==> config.mk <==
export PLATFORM = sky130hd
export DESIGN_NAME = ddr_wap_seq
export DESIGN_NICKNAME = d
export VERILOG_FILES = /design/src/rtl/ddr_wap_seq.sv
export SDC_FILE = /design/constraint.sdc
export NUM_CORES = 1
export LEC_CHECK = 0
export CAP_MARGIN = 20
export CORE_ASPECT_RATIO = 1.5
export CORE_MARGIN = 1
export CORE_UTILIZATION = 55
export DETAILED_ROUTE_END_ITERATION = 6
export GPL_ROUTABILITY_DRIVEN = 0
export PLACE_DENSITY_LB_ADDON = 0.08
export SYNTH_ARGS = -nofsm -noshare
export SYNTH_HDL_FRONTEND = slang
export SYNTH_SLANG_ARGS = --single-unit
==> constraint.sdc <==
create_clock -name clk -period 6.3 [get_ports clk]
set_clock_uncertainty 0.05 [all_clocks]
set_input_delay 1.26 -clock clk [delete_from_list [all_inputs] [get_ports clk]]
set_output_delay 1.26 -clock clk [all_outputs]
set_load 0.005 [all_outputs]
==> src/rtl/ddr_wap_seq.sv <==
module ddr_wap_seq #(
  parameter int BA_W      = 2,
  parameter int ROW_W     = 13,
  parameter int COL_W     = 10,
  parameter int AP_BIT    = 10,
  parameter int DQ_W      = 8,
  parameter int DLY_W     = 16,
  parameter int T_RCD     = 3,
  parameter int T_RAS_MIN = 8,
  parameter int T_RAS_MAX = 14000,
  parameter int T_WR      = 3,
  parameter int T_RP      = 3
) (
  input  logic                clk,
  input  logic                rst_n,
  input  logic                req_valid,
  output logic                req_ready,
  input  logic [BA_W-1:0]     req_bank,
  input  logic [ROW_W-1:0]    req_row,
  input  logic [COL_W-1:0]    req_col,
  input  logic [4*DQ_W-1:0]   req_wdata,
  input  logic [DLY_W-1:0]    req_delay,
  output logic                req_err,
  output logic [3:0]          ddr_cmd,
  output logic [BA_W-1:0]     ddr_ba,
  output logic [ROW_W-1:0]    ddr_addr,
  output logic                dqs_oe,
  output logic                dqs_run,
  output logic                dq_oe,
  output logic [DQ_W-1:0]     dq_rise,
  output logic [DQ_W-1:0]     dq_fall,
  output logic                dm_rise,
  output logic                dm_fall
);
  localparam int ADDR_W = ROW_W;
  localparam int CNT_W  = $clog2(T_RAS_MAX + T_RP + 1) + 1;
  localparam int OW     = ((DLY_W > CNT_W) ? DLY_W : CNT_W) + 2;
  localparam logic [3:0] CMD_NOP = 4'b0111;
  localparam logic [3:0] CMD_ACT = 4'b0011;
  localparam logic [3:0] CMD_WR  = 4'b0100;

  logic              busy;
  logic [CNT_W-1:0]  t, g_q, last_q;
  logic [BA_W-1:0]   bank_q;
  logic [ROW_W-1:0]  row_q;
  logic [COL_W-1:0]  col_q;
  logic [4*DQ_W-1:0] data_q;
  logic              err_q;

  logic [OW-1:0] gap, wr_end, open_cyc;
  logic          too_long, accept;

  assign gap      = OW'(T_RCD) + OW'(req_delay);
  assign wr_end   = gap + OW'(3 + T_WR);
  assign too_long = wr_end > OW'(T_RAS_MAX);
  assign open_cyc = (wr_end > OW'(T_RAS_MIN)) ? wr_end : OW'(T_RAS_MIN);

  assign req_ready = !busy || (t == last_q);
  assign accept    = req_valid && req_ready;

  always_ff @(posedge clk) begin
    if (!rst_n) begin
      busy   <= 1'b0;
      t      <= '0;
      g_q    <= '0;
      last_q <= '0;
      bank_q <= '0;
      row_q  <= '0;
      col_q  <= '0;
      data_q <= '0;
      err_q  <= 1'b0;
    end else begin
      err_q <= accept && too_long;
      if (accept && !too_long) begin
        busy   <= 1'b1;
        t      <= '0;
        g_q    <= CNT_W'(gap);
        last_q <= CNT_W'(open_cyc + OW'(T_RP - 1));
        bank_q <= req_bank;
        row_q  <= req_row;
        col_q  <= req_col;
        data_q <= req_wdata;
      end else if (busy) begin
        if (t == last_q) busy <= 1'b0;
        else             t    <= t + CNT_W'(1);
      end
    end
  end

  logic ph_act, ph_wr, ph_d0, ph_d1, ph_post;
  assign ph_act  = busy && (t == '0);
  assign ph_wr   = busy && (t == g_q);
  assign ph_d0   = busy && (t == g_q + CNT_W'(1));
  assign ph_d1   = busy && (t == g_q + CNT_W'(2));
  assign ph_post = busy && (t == g_q + CNT_W'(3));

  logic [ADDR_W-1:0] wr_addr;
  assign wr_addr = ADDR_W'(col_q) | (ADDR_W'(1) << AP_BIT);

  assign req_err  = err_q;
  assign ddr_cmd  = ph_act ? CMD_ACT : ph_wr ? CMD_WR : CMD_NOP;
  assign ddr_ba   = (ph_act || ph_wr) ? bank_q : '0;
  assign ddr_addr = ph_act ? row_q : ph_wr ? wr_addr : '0;
  assign dqs_oe   = ph_wr || ph_d0 || ph_d1 || ph_post;
  assign dqs_run  = ph_d0 || ph_d1;
  assign dq_oe    = ph_d0 || ph_d1;
  assign dq_rise  = ph_d0 ? data_q[0*DQ_W +: DQ_W] : ph_d1 ? data_q[2*DQ_W +: DQ_W] : '0;
  assign dq_fall  = ph_d0 ? data_q[1*DQ_W +: DQ_W] : ph_d1 ? data_q[3*DQ_W +: DQ_W] : '0;
  assign dm_rise  = 1'b0;
  assign dm_fall  = 1'b0;
endmodule


==> Word level (Yosys, flattened, before mapping) <==
Cells that the tools add are included.
{ "op_classes": {"n_mux": 13, "addsub": 7, "n_lt_le_gt_ge": 2, "n_reduce_logical": 19, "n_bitwise": 2, "eq_ne": 5} }
{ "ops": {"columns": ["cell", "count"], "rows": [
  ["equality test 15 bit", 5],
  ["adder 15 x 2 -> 15 bit (second input constant)", 3],
  ["2-to-1 mux 8 bit", 4],
  ["adder 15 x 1 -> 15 bit (second input constant)", 2],
  ["adder 17 x 3 -> 18 bit (second input constant)", 1],
  ["greater-than comparator 18 x 14 -> 1 bit (second input constant)", 1],
  ["greater-than comparator 18 x 4 -> 1 bit (second input constant)", 1],
  ["adder 2 x 16 -> 17 bit (first input constant)", 1],
  ["zero test 15 bit", 1],
  ["2-to-1 mux 15 bit", 1],
  ["2-to-1 mux 13 bit", 1],
  ["2-to-1 mux 11 bit", 1],
  ["logical AND 1 bit", 8],
  ["logical OR 1 bit", 6],
  ["2-to-1 mux 2 bit", 2],
  ["2-to-1 mux 1 bit", 3],
  ["2-to-1 mux 3 bit", 1],
  ["zero test 1 bit", 2],
  ["inverter 1 bit", 2],
  ["AND reduction 2 bit", 1],
  ["OR reduction 2 bit", 1]
]} }
{ "word_totals": {"reg_bits": 104, "out_inout_bits": 42, "in_bits": 76, "word_cells": 57} }

==> Logic depth before layout (Yosys ltp) <==
Gate-level depths: netlist of run 1.
{ "logic_depth": {"word_depth": 6, "ltp_mapped": 24, "mapped_depth_nobuf": 21} }

==> Worst setup path after synthesis of run 1 <==
Ideal clock, no wire load.
{ "synth_path": {"path_kind": "input-to-reg", "start": "in req_delay[0]", "end": "reg last_q[11]", "stages": 23, "arrival_ns": 4.993, "slack_ns": 1.171, "setup_time_ns": 0.086, "n_path_buf": 3, "cell_sequence": "buf_6 inv_1 ha_1 buf_2 xnor2_1 inv_1 ha_1 clkbuf_1 nor2_1 a2bb2oi_1 nor4_1 xnor2_1 nand3_1 or4b_4 nor2_1 nor2_1 ha_1 nand2_1 nor4_1 nand3b_1 nor2_1 xnor2_1 a211oi_1"} }
{ "synth_via": {"elab_chain_cells": 5, "elab_cells_between_ends": 8} }
{ "synth_rtl": {"columns": ["element", "line", "source"], "rows": [
  ["start, declared", "22", "input logic [DLY_W-1:0] req_delay,"],
  ["adder 2 x 16 -> 17 bit (*)", "53", "assign gap = OW'(T_RCD) + OW'(req_delay);"],
  ["named net gap[0]", "50", "logic [OW-1:0] gap, wr_end, open_cyc;"],
  ["adder 17 x 3 -> 18 bit (*)", "54", "assign wr_end = gap + OW'(3 + T_WR);"],
  ["greater-than comparator 18 x 4 -> 1 bit / greater-than comparator 18 x 14 -> 1 bit (equally long branches)", "56, 55", null],
  ["2-to-1 mux 15 bit / zero test 1 bit (equally long branches)", "56, 74", null],
  ["adder 15 x 2 -> 15 bit / logical AND 1 bit (equally long branches)", "78, 74", null],
  ["end signal, assigned", "78", "last_q <= CNT_W'(open_cyc + OW'(T_RP - 1));"],
  ["end, declared", "43", "logic [CNT_W-1:0] t, g_q, last_q;"]
]} }
The timed path passes the listed nets; every way through them passes the cells marked *.
A chain may end at the register's enable or synchronous reset.

==> Final worst setup path of run 1 <==
Same ends and word-level chain as after synthesis.

==> summary.txt, run 1 <==
Logic synthesis
  • Post-synth EDFFs: 0
  • Yosys cell types: 78
  • Avg Cell Area, Syn: between 7 and 8 um^2
  • Post-synth top flop: dfxtp_1
  • Yosys warnings: 0
  • Synth Cell Area: 7170 um^2
  • Post-synth ARST share: 0%
  • Seq/Total Area, Yosys: slightly below 30%
  • Post-Synthesis Cells: approximately 960
  • Post-synthesis register bit count: between 100 and 150

Timing
  • Slew headroom: 45.0%
  • Final WS setup: approximately 0.63 ns
  • Final setup vio count: 0
  • Final worst path period share: between 80% and 90%
  • Max Fclk: roughly 180 MHz
  • Fin. Hold Viols: 0
  • Worst hold margin: between 0.4 and 0.5 ns
  • Min Tclk post-route: ~5.7 ns
  • Max Slew Vio Count: 0
  • RSZ-0062 raised after global routing: no
  • Slew @ Worst Pin: roughly 0.8 ns
  • Setup TNS: 0 ns

Floorplan
  • Die width: roughly 95 um
  • IO Pins: 118
  • Core area: 12,600 um^2
  • Initial Util: between 50 and 60%
  • Die Y: 142 um
  • Row count: 50
  • Die area: 13,500 um^2

Global route
  • First-pass GRT wire length: around 34,000 um
  • Overflow after GRT: 0
  • Pin count of the biggest net entering global routing: between 70 and 80
  • Initial antenna violation count: 0
  • Total GRT Usage: a little under a third
  • Vias in the first global route: 6,695

Detailed routing
  • WL/cell: 18.1 um
  • Vias: between 7,000 and 8,000
  • Residual DRC count: 0
  • Iter 0 DRT Violations: 607
  • 1st-pass router iterations: 5
  • Vias per Instance: between 6 and 7
  • Number of routed nets with antenna violations: 0
  • WL final: about 21,000 um

Worst setup path
  • CP delay by family, top: simple AND/OR/NAND/NOR gates
  • Critical path capture point type: register
  • CP most frequent cell: nor2_1
  • WP data required: around 6.5 ns
  • Critical Path AT: 5.87 ns
  • Setup crit start kind: input pin
  • Max incr delay on CP: 0.57 ns
  • Critical path's slowest cell: or4b_4
  • CP Max Fanout: 10
  • CP cell instances: clkdlybuf4s50_1 -> inv_1 -> ha_1 -> xnor2_1 -> inv_1 -> ha_1 -> nor2_1 -> a2bb2oi_1 -> nor4_1 -> xnor2_1 -> nand3_1 -> or4b_4 -> nor2_1 -> nor2_1 -> ha_1 -> nand2_1 -> nor4_1 -> nand3b_1 -> nor2_1 -> xnor2_1 -> a211oi_1
  • Critical path type: input pin to register
  • Buf/Inv on CP: 3

Final layout
  • Ant diodes: 0
  • Layout filler cell count: 1,084
  • Most frequent cells in the layout: 114 x clkdlybuf4s50_1, 104 x dfxtp_1, 103 x a21oi_1
  • FF/Latch Area: roughly 2100 um^2
  • Final net count: around 1,100
  • P&R area growth vs syn: 20.0%
  • Most common cell after layout, fill and taps aside: clkdlybuf4s50_1
  • Finished Layout Cells: 1,168
  • Multi-input logic area: 4640 um^2
  • Share of layout cells above drive strength 1: approximately 5.6%

Power
  • Worst vdd ir: 0.141 mV
  • PwrDens: ~190 nW/um^2
  • P_leak: about 2.9 nW

Clocking
  • H-tree levels: 3
  • TritonCTS Buffers: 9
  • Setup bufs post-CTS: 0
  • Post-CTS resize count: 0
  • Clk buf depth: 2
  • Hold buffer count at cts: 0
  • Worst-Skew Late Latency: around 0.35 ns
  • CTS tree: built
  • CTS Root Cell: clkbuf_16
  • Reg clk slew, reported paths: roughly 0.09 ns
  • Clk sink count: ~100

Place
  • Dpl ws: roughly 0.34 ns
  • Placed Instances: ~1,200
  • Port bufs: ~110
  • Dpl hpwl: 14,900 um

Hold path
  • Hold WC Path Type: register to register

Outcome
  • Status: complete, no violations

Job
  • Max-cap violations: 0
-- flip-flops by register name (all words and copies together) (netlist names) --
register and cells:
col_q 10, last_q 15, data_q 32, row_q 13
req_err 1, bank_q 2, g_q 15, t 15
busy 1
-- cells in the mapped netlist (all sizes together) (5+ instances only) --
cell type | n | area [um^2]
a21oi | 103 | 515
nand2 | 69 | 259
nand2b | 9 | 56.3
ha | 11 | 138
a211oi | 24 | 180
a31oi | 8 | 50.1
o211ai | 5 | 37.5
dfxtp | 104 | 2080
nor3 | 27 | 135
and3 | 9 | 57.6
nand3b | 7 | 52.6
nand4 | 23 | 144
o31ai | 5 | 47.5
or3 | 6 | 37.5
nand3 | 87 | 465
xnor2 | 64 | 561
xor2 | 32 | 280
o21ai | 78 | 394
clkbuf | 67 | 251
inv | 22 | 82.6
nor2 | 51 | 194
nor2b | 9 | 56.3
o22ai | 8 | 56.3
a22o | 16 | 140
and2 | 10 | 62.6
buf | 25 | 155
nor4 | 20 | 161
-- worst paths after layout --
check	startpoint	endpoint	slack [ns]	cells past startpoint
setup reg to reg	t[3]	last_q[3]	2.53	10
hold / removal	bank_q[1]	bank_q[1]	0.43	2
setup / recovery	req_delay[0]	last_q[11]	0.63	21
hold reg to reg	bank_q[1]	bank_q[1]	0.43	2
-- metrics by stage --
stage	util, %	power, mW	instance area [um^2]
after floorplan	-	0.920	7180
after global placement	65.8	1.03	8270
after detailed placement	65.8	1.04	8270
after CTS	68.3	1.60	8580
after global routing	68.4	1.67	8600
final	68.4	1.60	8600
-- logic make-up after synthesis --
family | after synthesis | share of synthesized area, %
adders and majority gates | 11 | 1.92
other | 1 | 0.0523
xor gates and xnor gates | 96 | 11.7
AOI/OAI and AO/OA | 281 | 24.0
DFF | 104 | 29.0
buffers and inverters | 114 | 6.82
muxes | 2 | 0.297
and+or+nand+nor | 348 | 26.2
-- worst min-delay path, cell delays in order, from the launching register on --
cell and delay (ns):
dfxtp_1 0.31, o21ai_0 0.06, a21oi_1 0.06
-- routing by layer --
metal	global-route usage [%]	share of wire (%)	vias to the layer above
met5	0	0	-
met4	13.8	4.3	0
met3	4.39	4.9	73
met2	53.6	50	253
met1	38.7	41	3420
li1	-	-	3545
-- area by class of cell --
cell class | count | share of cell area [%]
clock buffer | 9 | 2.62
inverter | 22 | 0.960
sequential | 104 | 24.2
multi-input combinational | 741 | 53.9
timing repair buffer | 129 | 15.0
clock inverter | 7 | 0.989
tap | 156 | 2.27
-- power by group --
part	internal (mW)	total (mW)	switching (mW)	leakage, nW
combinational	0.139	0.323	0.184	1.93
clock	0.286	0.577	0.291	0.147
sequential	0.680	0.705	0.0246	0.844
Note: power is estimated with default switching activity, not from simulation.
==> inputs of run 2 (changes only) <==
--- a/config.mk
+++ b/config.mk
@@ -9,6 +9,7 @@
 export CORE_ASPECT_RATIO = 1.5
 export CORE_MARGIN = 1
 export CORE_UTILIZATION = 55
+export CTS_BUF_LIST = sky130_fd_sc_hd__clkbuf_16
 export DETAILED_ROUTE_END_ITERATION = 6
 export GPL_ROUTABILITY_DRIVEN = 0
 export PLACE_DENSITY_LB_ADDON = 0.08
==> results of run 2 <==
The final DEF is identical to that of run 1; final timing and power are the same.
==> inputs of run 3 (changes only) <==
--- a/config.mk
+++ b/config.mk
@@ -8,10 +8,11 @@
 export CAP_MARGIN = 20
 export CORE_ASPECT_RATIO = 1.5
 export CORE_MARGIN = 1
-export CORE_UTILIZATION = 55
+export CORE_UTILIZATION = 49
 export CTS_BUF_LIST = sky130_fd_sc_hd__clkbuf_16
 export DETAILED_ROUTE_END_ITERATION = 6
 export GPL_ROUTABILITY_DRIVEN = 0
+export GPL_TIMING_DRIVEN = 0
 export PLACE_DENSITY_LB_ADDON = 0.08
 export SYNTH_ARGS = -nofsm -noshare
 export SYNTH_HDL_FRONTEND = slang
==> constraint.sdc (replaced) <==
create_clock -name clk -period 4.9 [get_ports clk]
set_clock_uncertainty 0.05 [all_clocks]
set_input_delay 0.98 -clock clk [delete_from_list [all_inputs] [get_ports clk]]
set_output_delay 0.98 -clock clk [all_outputs]
set_load 0.01 [all_outputs]
==> summary.txt, run 3 (synthesis results as in run 1) <==
Final layout
  • Largest reg by FF count: data_q
  • Final net count: 1,168
  • Ant diodes: 0
  • Largest register FFs: 32
  • Most frequent cells in the layout: 106 x clkdlybuf4s50_1, 103 x dfxtp_1, 101 x a21oi_1
  • P&R area growth vs syn: 25.8%
  • Layout filler cell count: 1,336
  • Share of layout cells above drive strength 1: between 8 and 9%
  • Most common cell after layout, fill and taps aside: clkdlybuf4s50_1

Power
  • P_leak: roughly 3 nW
  • PwrDens: 233 nW/um^2
  • Worst vdd ir: 0.190 mV
  • Total Power: 2.10 mW

Clocking
  • Worst-Skew Late Latency: 0.36 ns
  • Clk sink count: 104
  • Hold buffer count at cts: 0
  • H-tree levels: 3
  • CTS Root Cell: clkbuf_16
  • TritonCTS Buffers: 9
  • CTS tree: built
  • Reg clk slew, reported paths: 0.08 ns
  • Clk buf depth: 2

Global route
  • Pin count of the biggest net entering global routing: 22
  • First-pass GRT wire length: between 30,000 and 40,000 um
  • Total GRT Usage: around 31%
  • M3 GR Usage: under 10%
  • Met2 usage: between 50% and 60%
  • Vias in the first global route: between 7,000 and 8,000
  • Initial antenna violation count: 0
  • GR Util met1: a little over a third
  • GRT Max-Usage Layer: met2
  • Overflow after GRT: 0

Place
  • Port bufs: ~110
  • Dpl hpwl: around 18,000 um

Detailed routing
  • Iter 0 DRT Violations: between 300 and 400
  • Vias per Instance: 5.94
  • WL/cell: 17.9 um
  • WL final: around 23,000 um
  • Vias: 7,585
  • Number of routed nets with antenna violations: 0
  • 1st-pass router iterations: 5
  • Residual DRC count: 0

Floorplan
  • Die Y: around 150 um
  • Row count: 53
  • Die area: about 15,000 um^2
  • IO Pins: roughly 120
  • Die width: approximately 100 um
  • Core area: ~14,000 um^2
  • Initial Util: between 50% and 60%

Worst setup path
  • Critical path capture point type: primary output
  • Reg2reg setup slack: ~0.96 ns
  • Worst setup path start: t[6]
  • Setup crit start kind: register
  • CP Max Fanout: 15
  • CP cell instances: clkbuf_1 -> xnor2_1 -> a211oi_1 -> a21oi_1 -> nor4_1 -> o22ai_1 -> nor4_4 -> clkbuf_4 -> a22o_1 -> clkdlybuf4s50_1
  • RR Endpoint: t[13]
  • Critical path type: register to primary output
  • Critical Path Sink: dq_rise[1]
  • Critical path's slowest cell: clkdlybuf4s50_1
  • Max incr delay on CP: between 0.5 and 0.6 ns
  • WP data required: 3.87 ns
  • Worst r2r src: t[3]
  • Critical Path AT: ~3.7 ns
  • FF-to-FF path depth: 12

Timing
  • Worst hold margin: 0.424 ns
  • Fin. Hold Viols: 0
  • Final setup vio count: 0
  • Slew headroom: between 40 and 50%
  • Final worst path period share: between 90% and 100%
  • Max Slew Vio Count: 0
  • Max Fclk: roughly 210 MHz
  • Min Tclk post-route: ~4.7 ns
  • Slew @ Worst Pin: approximately 0.85 ns

Job
  • Max-cap violations: 0

Hold path
  • Hold WC Path Type: register to register

Outcome
  • Status: complete, no violations
-- run 3: cell types whose count changed in the layout (fill, tap and decap cells not counted), sizes merged --
cell           delta
buf              +17
clkbuf           +65
clkdlybuf4s50     -8
clkinv            +1
inv               -1
-- run 3: report_power, final --
part           switching (mW)  internal (mW)
clock                   0.386          0.365
combinational           0.261          0.189
sequential             0.0240          0.875
-- run 3: worst min path at each step --
| stage | from | to | slack [ns] | cells after the start |
|---|---|---|---|---|
| floorplan | bank_q[0] | bank_q[0] | 0.40 | 2 |
| global placement | row_q[12] | row_q[12] | 0.41 | 2 |
| detailed placement | row_q[11] | row_q[11] | 0.41 | 2 |
| CTS | row_q[11] | row_q[11] | 0.42 | 2 |
| global route | data_q[24] | data_q[24] | 0.45 | 2 |
| finish | row_q[11] | row_q[11] | 0.42 | 2 |
-- run 3: layout make-up --
class	instances	area [um^2]	share of cell area (%)
multi-input combinational	741	4780	53.0
sequential	104	2080	23.1
timing repair buffer	115	1130	12.5
buffer	88	399	4.43
tap	192	240	2.66
clock buffer	9	225	2.50
clock inverter	7	85.1	0.944
inverter	22	82.6	0.916
-- run 3: what timing repair did --
item / CTS / global route
cloned: 0 / 0
buffers inserted: 4 / 2
hold endpoints to repair: 0 / 0
pin swaps: 7 / 9
setup endpoints to repair: 106 / 81
resized for setup: 25 / 25
-- run 3: routing by layer --
metal / routed length (um) / part of all wire, % / vias up
li1: - / - / 3701
met5: 0 / 0 / -
met4: 893 / 3.9 / 0
met2: 11600 / 51 / 250
met1: 9020 / 39 / 3573
met3: 1320 / 5.8 / 61
-- run 3: critical path, delay by kind of cell (launching register included) --
| family | cells | cell delay, ns |
|---|---|---|
| DFF | 1 | 0.31 |
| xor gates and xnor gates | 1 | 0.26 |
| buffers and inverters | 3 | 1.31 |
| and+or+nand+nor | 2 | 0.68 |
| AOI/OAI and AO/OA | 4 | 0.75 |
-- run 3: stage by stage --
step           area [um^2]  TNS (ns)  instances  setup slack (ns)  utilization (%)
6_report              9020         0       1278             0.213             63.8
5_1_grt               9020   -0.0561       1278           -0.0561             63.8
4_1_cts               8950         0       1278            0.0516             63.4
2_1_floorplan         7180         0        959            0.0512                -
3_5_place_dp          8500    -75.30       1260             -1.22             60.2
3_3_place_gp          8500    -75.82       1259             -1.19             60.2
